File: config.mk
export PLATFORM = sky130hd
export DESIGN_NAME = ext_bus_port
export DESIGN_NICKNAME = d
export VERILOG_FILES = /design/src/rtl/ebp_pkg.sv /design/src/rtl/ebp_ctrl_reg.sv /design/src/rtl/ebp_prog_gate.sv /design/src/rtl/ebp_port_fsm.sv /design/src/rtl/ext_bus_port.sv
export SDC_FILE = /design/constraint.sdc
export NUM_CORES = 1
export LEC_CHECK = 0
export ABC_AREA = 1
export BUFFER_PORTS_ARGS = -buffer_cell sky130_fd_sc_hd__buf_4
export CAP_MARGIN = 25
export CELL_PAD_IN_SITES_DETAIL_PLACEMENT = 1
export CELL_PAD_IN_SITES_GLOBAL_PLACEMENT = 1
export CORE_MARGIN = 2
export CORE_UTILIZATION = 29
export DETAILED_ROUTE_END_ITERATION = 10
export PLACE_DENSITY_LB_ADDON = 0.1
export SYNTH_ARGS = -nofsm -noshare
export SYNTH_HDL_FRONTEND = slang
export SYNTH_SLANG_ARGS = --single-unit
File: constraint.sdc
create_clock -name clk -period 1.3 [get_ports clk]
set_clock_uncertainty 0.05 [all_clocks]
set_input_delay 0.13 -clock clk [delete_from_list [all_inputs] [get_ports clk]]
set_output_delay 0.13 -clock clk [all_outputs]
set_load 0.02 [all_outputs]
File: src/rtl/ebp_pkg.sv
package ebp_pkg;
    localparam int WSW = 5;

    typedef enum logic [1:0] {
        ST_IDLE,
        ST_XFER,
        ST_WAIT
    } port_state_e;

    typedef struct packed {
        logic           hold;
        logic           gpd;
        logic           pdis;
        logic [WSW-1:0] dws;
        logic [WSW-1:0] pws;
    } bus_ctl_t;
endpackage

File: src/rtl/ebp_ctrl_reg.sv
module ebp_ctrl_reg
    import ebp_pkg::*;
#(
    parameter int          AW       = 16,
    parameter logic [AW-1:0] REG_ADDR = 16'hFFDE
) (
    input  logic          clk,
    input  logic          rst_n,
    input  logic          d_req,
    input  logic          d_we,
    input  logic [AW-1:0] d_addr,
    input  logic [15:0]   d_wdata,
    input  logic          busy,
    output bus_ctl_t      ctl,
    output logic          is_reg,
    output logic [15:0]   rdata
);
    assign is_reg = d_req && (d_addr == REG_ADDR);

    always_ff @(posedge clk or negedge rst_n) begin
        if (!rst_n) begin
            ctl.hold <= 1'b0;
            ctl.gpd  <= 1'b0;
            ctl.pdis <= 1'b0;
            ctl.dws  <= WSW'(1);
            ctl.pws  <= WSW'(1);
        end else if (is_reg && d_we) begin
            ctl.hold <= d_wdata[15];
            ctl.gpd  <= d_wdata[13];
            ctl.pdis <= d_wdata[12];
            ctl.dws  <= d_wdata[5 +: WSW];
            ctl.pws  <= d_wdata[0 +: WSW];
        end
    end

    always_comb begin
        rdata            = '0;
        rdata[15]        = ctl.hold;
        rdata[14]        = busy;
        rdata[13]        = ctl.gpd;
        rdata[12]        = ctl.pdis;
        rdata[5 +: WSW]  = ctl.dws;
        rdata[0 +: WSW]  = ctl.pws;
    end
endmodule

File: src/rtl/ebp_prog_gate.sv
module ebp_prog_gate (
    input  logic clk,
    input  logic rst_n,
    input  logic pdis,
    output logic pdis_q,
    output logic prog_ok
);
    always_ff @(posedge clk or negedge rst_n) begin
        if (!rst_n) pdis_q <= 1'b0;
        else        pdis_q <= pdis;
    end

    // Path reopens only after the bit has read 0 for a full cycle.
    assign prog_ok = !pdis && !pdis_q;
endmodule

File: src/rtl/ebp_port_fsm.sv
module ebp_port_fsm
    import ebp_pkg::*;
#(
    parameter int AW = 16
) (
    input  logic          clk,
    input  logic          rst_n,
    input  logic          d_go,
    input  logic [AW-1:0] d_addr,
    input  logic          p_req,
    input  logic          p_ok,
    input  logic [AW-1:0] p_addr,
    input  bus_ctl_t      ctl,
    output logic [AW-1:0] ext_addr,
    output logic          ext_strobe,
    output logic          ext_prog,
    output logic          stall
);
    port_state_e    state, state_n;
    logic [WSW-1:0] cnt;
    logic [AW-1:0]  addr_q;
    logic           prog_q;
    logic           accept;

    assign accept = d_go || (p_req && p_ok);

    always_comb begin
        state_n = state;
        unique case (state)
            ST_IDLE: if (accept) state_n = ST_XFER;
            ST_XFER: state_n = (cnt == '0) ? ST_IDLE : ST_WAIT;
            ST_WAIT: state_n = (cnt == WSW'(1)) ? ST_IDLE : ST_WAIT;
            default: state_n = ST_IDLE;
        endcase
    end

    always_ff @(posedge clk or negedge rst_n) begin
        if (!rst_n) begin
            state  <= ST_IDLE;
            cnt    <= '0;
            addr_q <= '0;
            prog_q <= 1'b0;
        end else begin
            state <= state_n;
            if (state == ST_IDLE && accept) begin
                addr_q <= d_go ? d_addr : p_addr;
                prog_q <= !d_go;
                cnt    <= d_go ? ctl.dws : ctl.pws;
            end else if (state == ST_WAIT) begin
                cnt <= cnt - WSW'(1);
            end
        end
    end

    always_comb begin
        ext_addr   = addr_q;
        ext_strobe = (state != ST_IDLE);
        stall      = (state == ST_WAIT);
        ext_prog   = prog_q && (state != ST_IDLE);
    end
endmodule

File: src/rtl/ext_bus_port.sv
module ext_bus_port
    import ebp_pkg::*;
#(
    parameter int            AW       = 16,
    parameter logic [AW-1:0] REG_ADDR = 16'hFFDE
) (
    input  logic          clk,
    input  logic          rst_n,
    input  logic          d_req,
    input  logic          d_we,
    input  logic [AW-1:0] d_addr,
    input  logic [15:0]   d_wdata,
    input  logic          p_req,
    input  logic [AW-1:0] p_addr,
    output logic [15:0]   reg_rdata,
    output logic [AW-1:0] ext_addr,
    output logic          ext_strobe,
    output logic          ext_prog,
    output logic          stall
);
    bus_ctl_t ctl;
    logic     is_reg;
    logic     pdis_q;
    logic     prog_ok;

    ebp_ctrl_reg #(.AW(AW), .REG_ADDR(REG_ADDR)) u_reg (
        .clk    (clk),
        .rst_n  (rst_n),
        .d_req  (d_req),
        .d_we   (d_we),
        .d_addr (d_addr),
        .d_wdata(d_wdata),
        .busy   (ext_strobe),
        .ctl    (ctl),
        .is_reg (is_reg),
        .rdata  (reg_rdata)
    );

    ebp_prog_gate u_gate (
        .clk    (clk),
        .rst_n  (rst_n),
        .pdis   (ctl.pdis),
        .pdis_q (pdis_q),
        .prog_ok(prog_ok)
    );

    ebp_port_fsm #(.AW(AW)) u_fsm (
        .clk       (clk),
        .rst_n     (rst_n),
        .d_go      (d_req && !is_reg),
        .d_addr    (d_addr),
        .p_req     (p_req),
        .p_ok      (prog_ok),
        .p_addr    (p_addr),
        .ctl       (ctl),
        .ext_addr  (ext_addr),
        .ext_strobe(ext_strobe),
        .ext_prog  (ext_prog),
        .stall     (stall)
    );
endmodule

Yosys cells after proc, flatten, opt, wreduce, memory -nomap -nowiden
Index checks and enable logic that the tools add are counted.
W data, S select, Z words.

operators by class
  $add $sub $neg = 1
  equal/unequal tests = 5
  muxes and demuxes = 8
  reduce and logical (&&, ||, !) cells = 16

operator list
  kind                    count
  $eq A16 B16 Y1 const B  1
  $mux W16                1
  $mux W5                 3
  $logic_and A1 B1 Y1     7
  $mux W2                 3
  $pmux W2 S3             1
  $eq A5 B1 Y1 const B    1
  $logic_not A5 Y1        1
  $sub A5 B1 Y5 const B   1
  $logic_not A1 Y1        4
  $reduce_bool A2 Y1      2
  $eq A2 B1 Y1 const B    1
  $eq A2 B2 Y1 const B    1
  $logic_not A2 Y1        1
  $ne A2 B1 Y1 const B    1
  $logic_or A1 B1 Y1      1

storage, ports and cells
  register bits after elaboration = 38
  input bits = 53
  output and inout bits = 35
  logic and storage cells = 40

Depth between registers and ports, before layout
  depth after elaboration = 7
  mapped depth = 12

Modules after synthesis
Synthesis repeated with hierarchy kept, for this count alone.

second synthesis, totals
  cells, all modules = 258
  area, all modules = 2127.0 sq um

modules (own cells, without submodules)
  module         times used  cells an instance  area each (sq um)  sequential area each (sq um)
  ebp_port_fsm   1           165                1303.8             600.6
  ebp_ctrl_reg   1           89                 784.5              327.8
  ebp_prog_gate  1           2                  28.8               25.0
  ext_bus_port   1           2                  10.0               0.0

Least setup slack after synthesis
Ideal clock, no wire load.

  kind = flip-flop to flip-flop
  from = register u_fsm.state[1]
  to = register u_fsm.cnt[0]
  arrival time = 1.220 ns
  data required time = 1.122 ns
  setup slack = -0.098 ns
  stages on the path, launching flop included = 6
  path buffers = 1
  period minus slack after synthesis = 1.398 ns
  cell sequence = dfrtp_1 > nor2_2 > inv_1 > a21oi_2 > buf_2 > o21ai_0

between the ends
  longest elaborated chain between the ends = 3
  elaborated cells between the ends (all ways) = 5
  classes of those cells = eq/ne (1); mux (1); reduce/logical (3)

RTL lines
  what                                           line                source
  from (decl)                                    ebp_port_fsm.sv:19  port_state_e state, state_n;
  from (signal assigned)                         ebp_port_fsm.sv:44  state <= state_n;
  $logic_not A2 Y1                               ebp_port_fsm.sv:45  if (state == ST_IDLE && accept) begin
  $logic_and A1 B1 Y1                            ebp_port_fsm.sv:45
  $mux W5 or $reduce_bool A2 Y1 (tied branches)  n/a
  to (signal assigned)                           ebp_port_fsm.sv:48  cnt <= d_go ? ctl.dws : ctl.pws;
  to (signal assigned)                           ebp_port_fsm.sv:50  cnt <= cnt - WSW'(1);
  to (decl)                                      ebp_port_fsm.sv:20  logic [WSW-1:0] cnt;

Several ways; a longest one is shown, not always the timed one.
A chain may end at the register's enable or synchronous reset.

Final worst setup path
  from = register u_fsm.state[0]
  to = output ext_prog

between the ends
  longest elaborated chain between the ends = 2

RTL lines
  what                 line                source
  $reduce_bool A2 Y1   ebp_port_fsm.sv:59  ext_prog = prog_q && (state != ST_IDLE);
  $logic_and A1 B1 Y1  ebp_port_fsm.sv:59
  to (decl)            ext_bus_port.sv:18  output logic ext_prog,

Every way passes these cells.

==> flow_summary.yaml <==
place:
  io_buffers: 82
  place_ws_ps: -236
  gp_congestion: 0.752
  postPlaceCellArea_um2: 2890
  hpwl_um: 4880
  placedCellCount: 472
clocking:
  clkTransAtPathRegs_ps: 80
  cts_root_buf: "clkbuf_8"
  cts_sinks: 38
  clk-insertion-delay-late_ps: 290
  clockBufferDepth: 2
  cts_tree: "done"
  numCtsBuffers: 5
  cts_max_level: 2
critical_path:
  cp-end-kind: "primary output"
  cp_slowest_cell: "dfrtp_1"
  startpoint: "u_fsm.state[0]"
  path_delay_family: "flip-flops"
  r2r_cells: 7
  cp_num_buf_inv: 2
  crit_fanout: 2
  r2r-end: "u_fsm.ext_addr[8]"
  r2r_slack_ps: 0
  crit_required_ps: 1120
  cp.depth: 4
  criticalPathCategory: "flop to primary output"
  cp_cell_sequence: "nor2_4, buf_6, nor2_4, buf_6"
  start_kind: "flop"
  cp.arrival_ps: 1150
  worstReg2RegStart: "u_fsm.state[0]"
  max_stage_delay_ps: 420
timing:
  finalWorstPathRequiredPeriod_ps: 1330
  drv_slew: 0
  timing.fmax_mhz: 751
  rsz0062_at_grt: "yes"
  final-setup-viol-count: 3
  hold_ws_ps: 17.2
  finalHoldViolations: 0
  layout_setup_ws_ps: -31.1
  period_share_pct: 102
global_routing:
  grt_pass1_vias: 2254
  grt-busiest-layer: "met2"
  use_met2_pct: 29.8
  grt_use_met1_pct: 22.8
  gr-usage-all-layers_pct: 17.6
  grt_max_degree: 39
  use_met3_pct: 3.77
  grt_pass1_wl_um: 10600
  antenna_found_initial: 0
  grt_overflow_total: 0
synth:
  ys_ff_latch: 38
  yosysWarnings: 0
  yosysSeqAreaShare_pct: 46.7
  yosys-top-cells-area: "dfrtp_1, nand2_1, inv_1"
  avgSynthCellArea_um2: 7.29
  netlist_instances: 280
  synth.largest_area_cell: "dfrtp_1"
  ys_types: 26
  syn_area_um2: 2040
  synth_top_area_share_pct: 44.1
floorplanning:
  core-area_um2: 6790
  die_area_um2: 7720
  io-pin-count: 88
  num_rows: 30
  die_h_um: 87.9
  initial_utilization_pct: 30.0
  die_w_um: 87.9
hold_path:
  hold_end: "u_reg.ctl[0]"
  hold_class: "input port to flop"
  hold_path_startpoint: "d_wdata[0]"
  hold_path_depth: 3
final_layout:
  fill_cells: 860
  area_growth_pct: 54.6
  register_area_um2: 953
  drive_gt1_share_pct: 35.9
  finalNonFillerCells: 486
  nets: 444
  final_area_um2: 3150
  num_antenna_cells: 0
  multi_input_area_um2: 945
detailed_routing:
  antenna_left: 0
  first_iter_violations: 45
  avgViaCountPerCell: 4.31
  routedWlPerCell_um: 12.8
  drcViolationCount: 0
  dr_total_vias: 2093
  drt_pass1_iterations: 4
  wirelength_um: 6220
power_and_ir_drop:
  leakage_nw: 1.74
  ir_drop_mv: 0.703
  power_density_nw_per_um2: 1850
  power_w: 0.00584
job:
  cap_viol_max_count: 0
run_status:
  violations: "setup timing"
  status: "finished with violations"
## Yosys cell counts (all sizes together)
| library cell | number |
|---|---|
| nand2 | 144 |
| dfrtp | 36 |
| inv | 25 |
| nor2 | 19 |
| o21ai | 19 |
| buf | 13 |
| a21oi | 5 |
| nand4 | 4 |
| dfstp | 2 |
| ha | 2 |
| nand3 | 2 |
| nand3b | 2 |
| o31ai | 2 |
| clkbuf | 1 |
| conb | 1 |
| nor4 | 1 |
| xnor2 | 1 |
| xor2 | 1 |
## worst max-delay path by stage
stage	to	slack, ps
floorplan	u_fsm.cnt[0]	10
global placement	u_fsm.cnt[1]	-180
detailed placement	u_fsm.cnt[3]	-240
CTS	ext_prog	-30
global route	ext_prog	-80
finish	ext_prog	-30
## routing by layer
| layer | wire [um] | vias up | share of wire (%) |
|---|---|---|---|
| met1 | 2860 | 972 | 46 |
| li1 | - | 1067 | - |
| met3 | 286 | 6 | 4.6 |
| met2 | 3010 | 48 | 48 |
| met5 | 0 | - | 0 |
| met4 | 57 | 0 | 0.92 |
## cells in the final DEF (no fill, tap or decap)
cell type      synthesis  layout
inv_1                 24      21
nand2_4                2       1
o21ai_2                2       1
nand2_2                0       2
clkinv_4               0       1
a21oi_1                4       4
o31ai_1                2       2
o21ai_0               17      16
xor2_1                 1       1
ha_1                   2       1
nand2_8                0       1
ha_4                   0       1
dlygate4sd3_1          0       1
nor2_4                 0       2
o21ai_4                0       1
nand4_1                3       3
nor2_2                 1       1
bufinv_16              0       2
o21ai_1                0       1
nor4_1                 1       1
nand3_1                2       2
clkbuf_8               0       5
conb_1                 1       2
buf_6                  4       7
xnor2_1                1       1
nor2_1                18      16
dfrtp_1               36      36
inv_2                  1       4
dfstp_2                2       2
nand4_2                1       1
a21oi_4                0       1
nand3b_1               2       2
buf_12                 0       1
buf_4                  6     106
nand2_1              142     140
## cell type report
type / count / area share (%)
Clock inverter: 3 / 2.18
Clock buffer: 5 / 2.18
Inverter: 25 / 2.98
Multi-Input combinational cell: 204 / 29.9
Tap cell: 96 / 3.81
Sequential cell: 38 / 30.2
Timing Repair Buffer: 115 / 28.7
## tightest hold or removal path, stage by stage
cell and delay, ps:
buf_4 110, inv_1 40, o21ai_0 80
## sequential cells by signal, indices dropped and copies added (netlist names)
register	cells
u_fsm.ext_addr	16
u_fsm.cnt	5
u_fsm.state	2
u_reg.ctl	13
u_fsm.prog_q	1
u_gate.pdis_q	1
## power by group
group	switching, W	internal, W
clock network	0.000461	0.000769
registers	0.000268	0.00155
logic	0.00152	0.00127
## per-stage QoR
step | setup TNS, ps | util (%)
after floorplan | 0 | -
after global routing | -1400 | 46.4
after detailed placement | -5190 | 42.6
after global placement | -3750 | 42.6
after CTS | -37.7 | 45.5
final | -39.5 | 46.4
## cell families after synthesis
logic type | Yosys count | synth area share, %
AOI/OAI and AO/OA | 26 | 7.17
xor gates and xnor gates | 2 | 0.859
adders and majority gates | 2 | 1.23
buffers and inverters | 39 | 9.93
DFF | 38 | 46.7
other | 1 | 0.184
and+or+nand+nor | 172 | 33.9
## repair_timing
item                                    CTS  global route
hold buffers                              1             0
pin swaps                                 2             1
endpoints found under the setup margin    4            25
resized for setup                        11             9
setup buffers                             2             3
hold endpoints to repair                 36             0
Power figures use the tool's default switching activity.
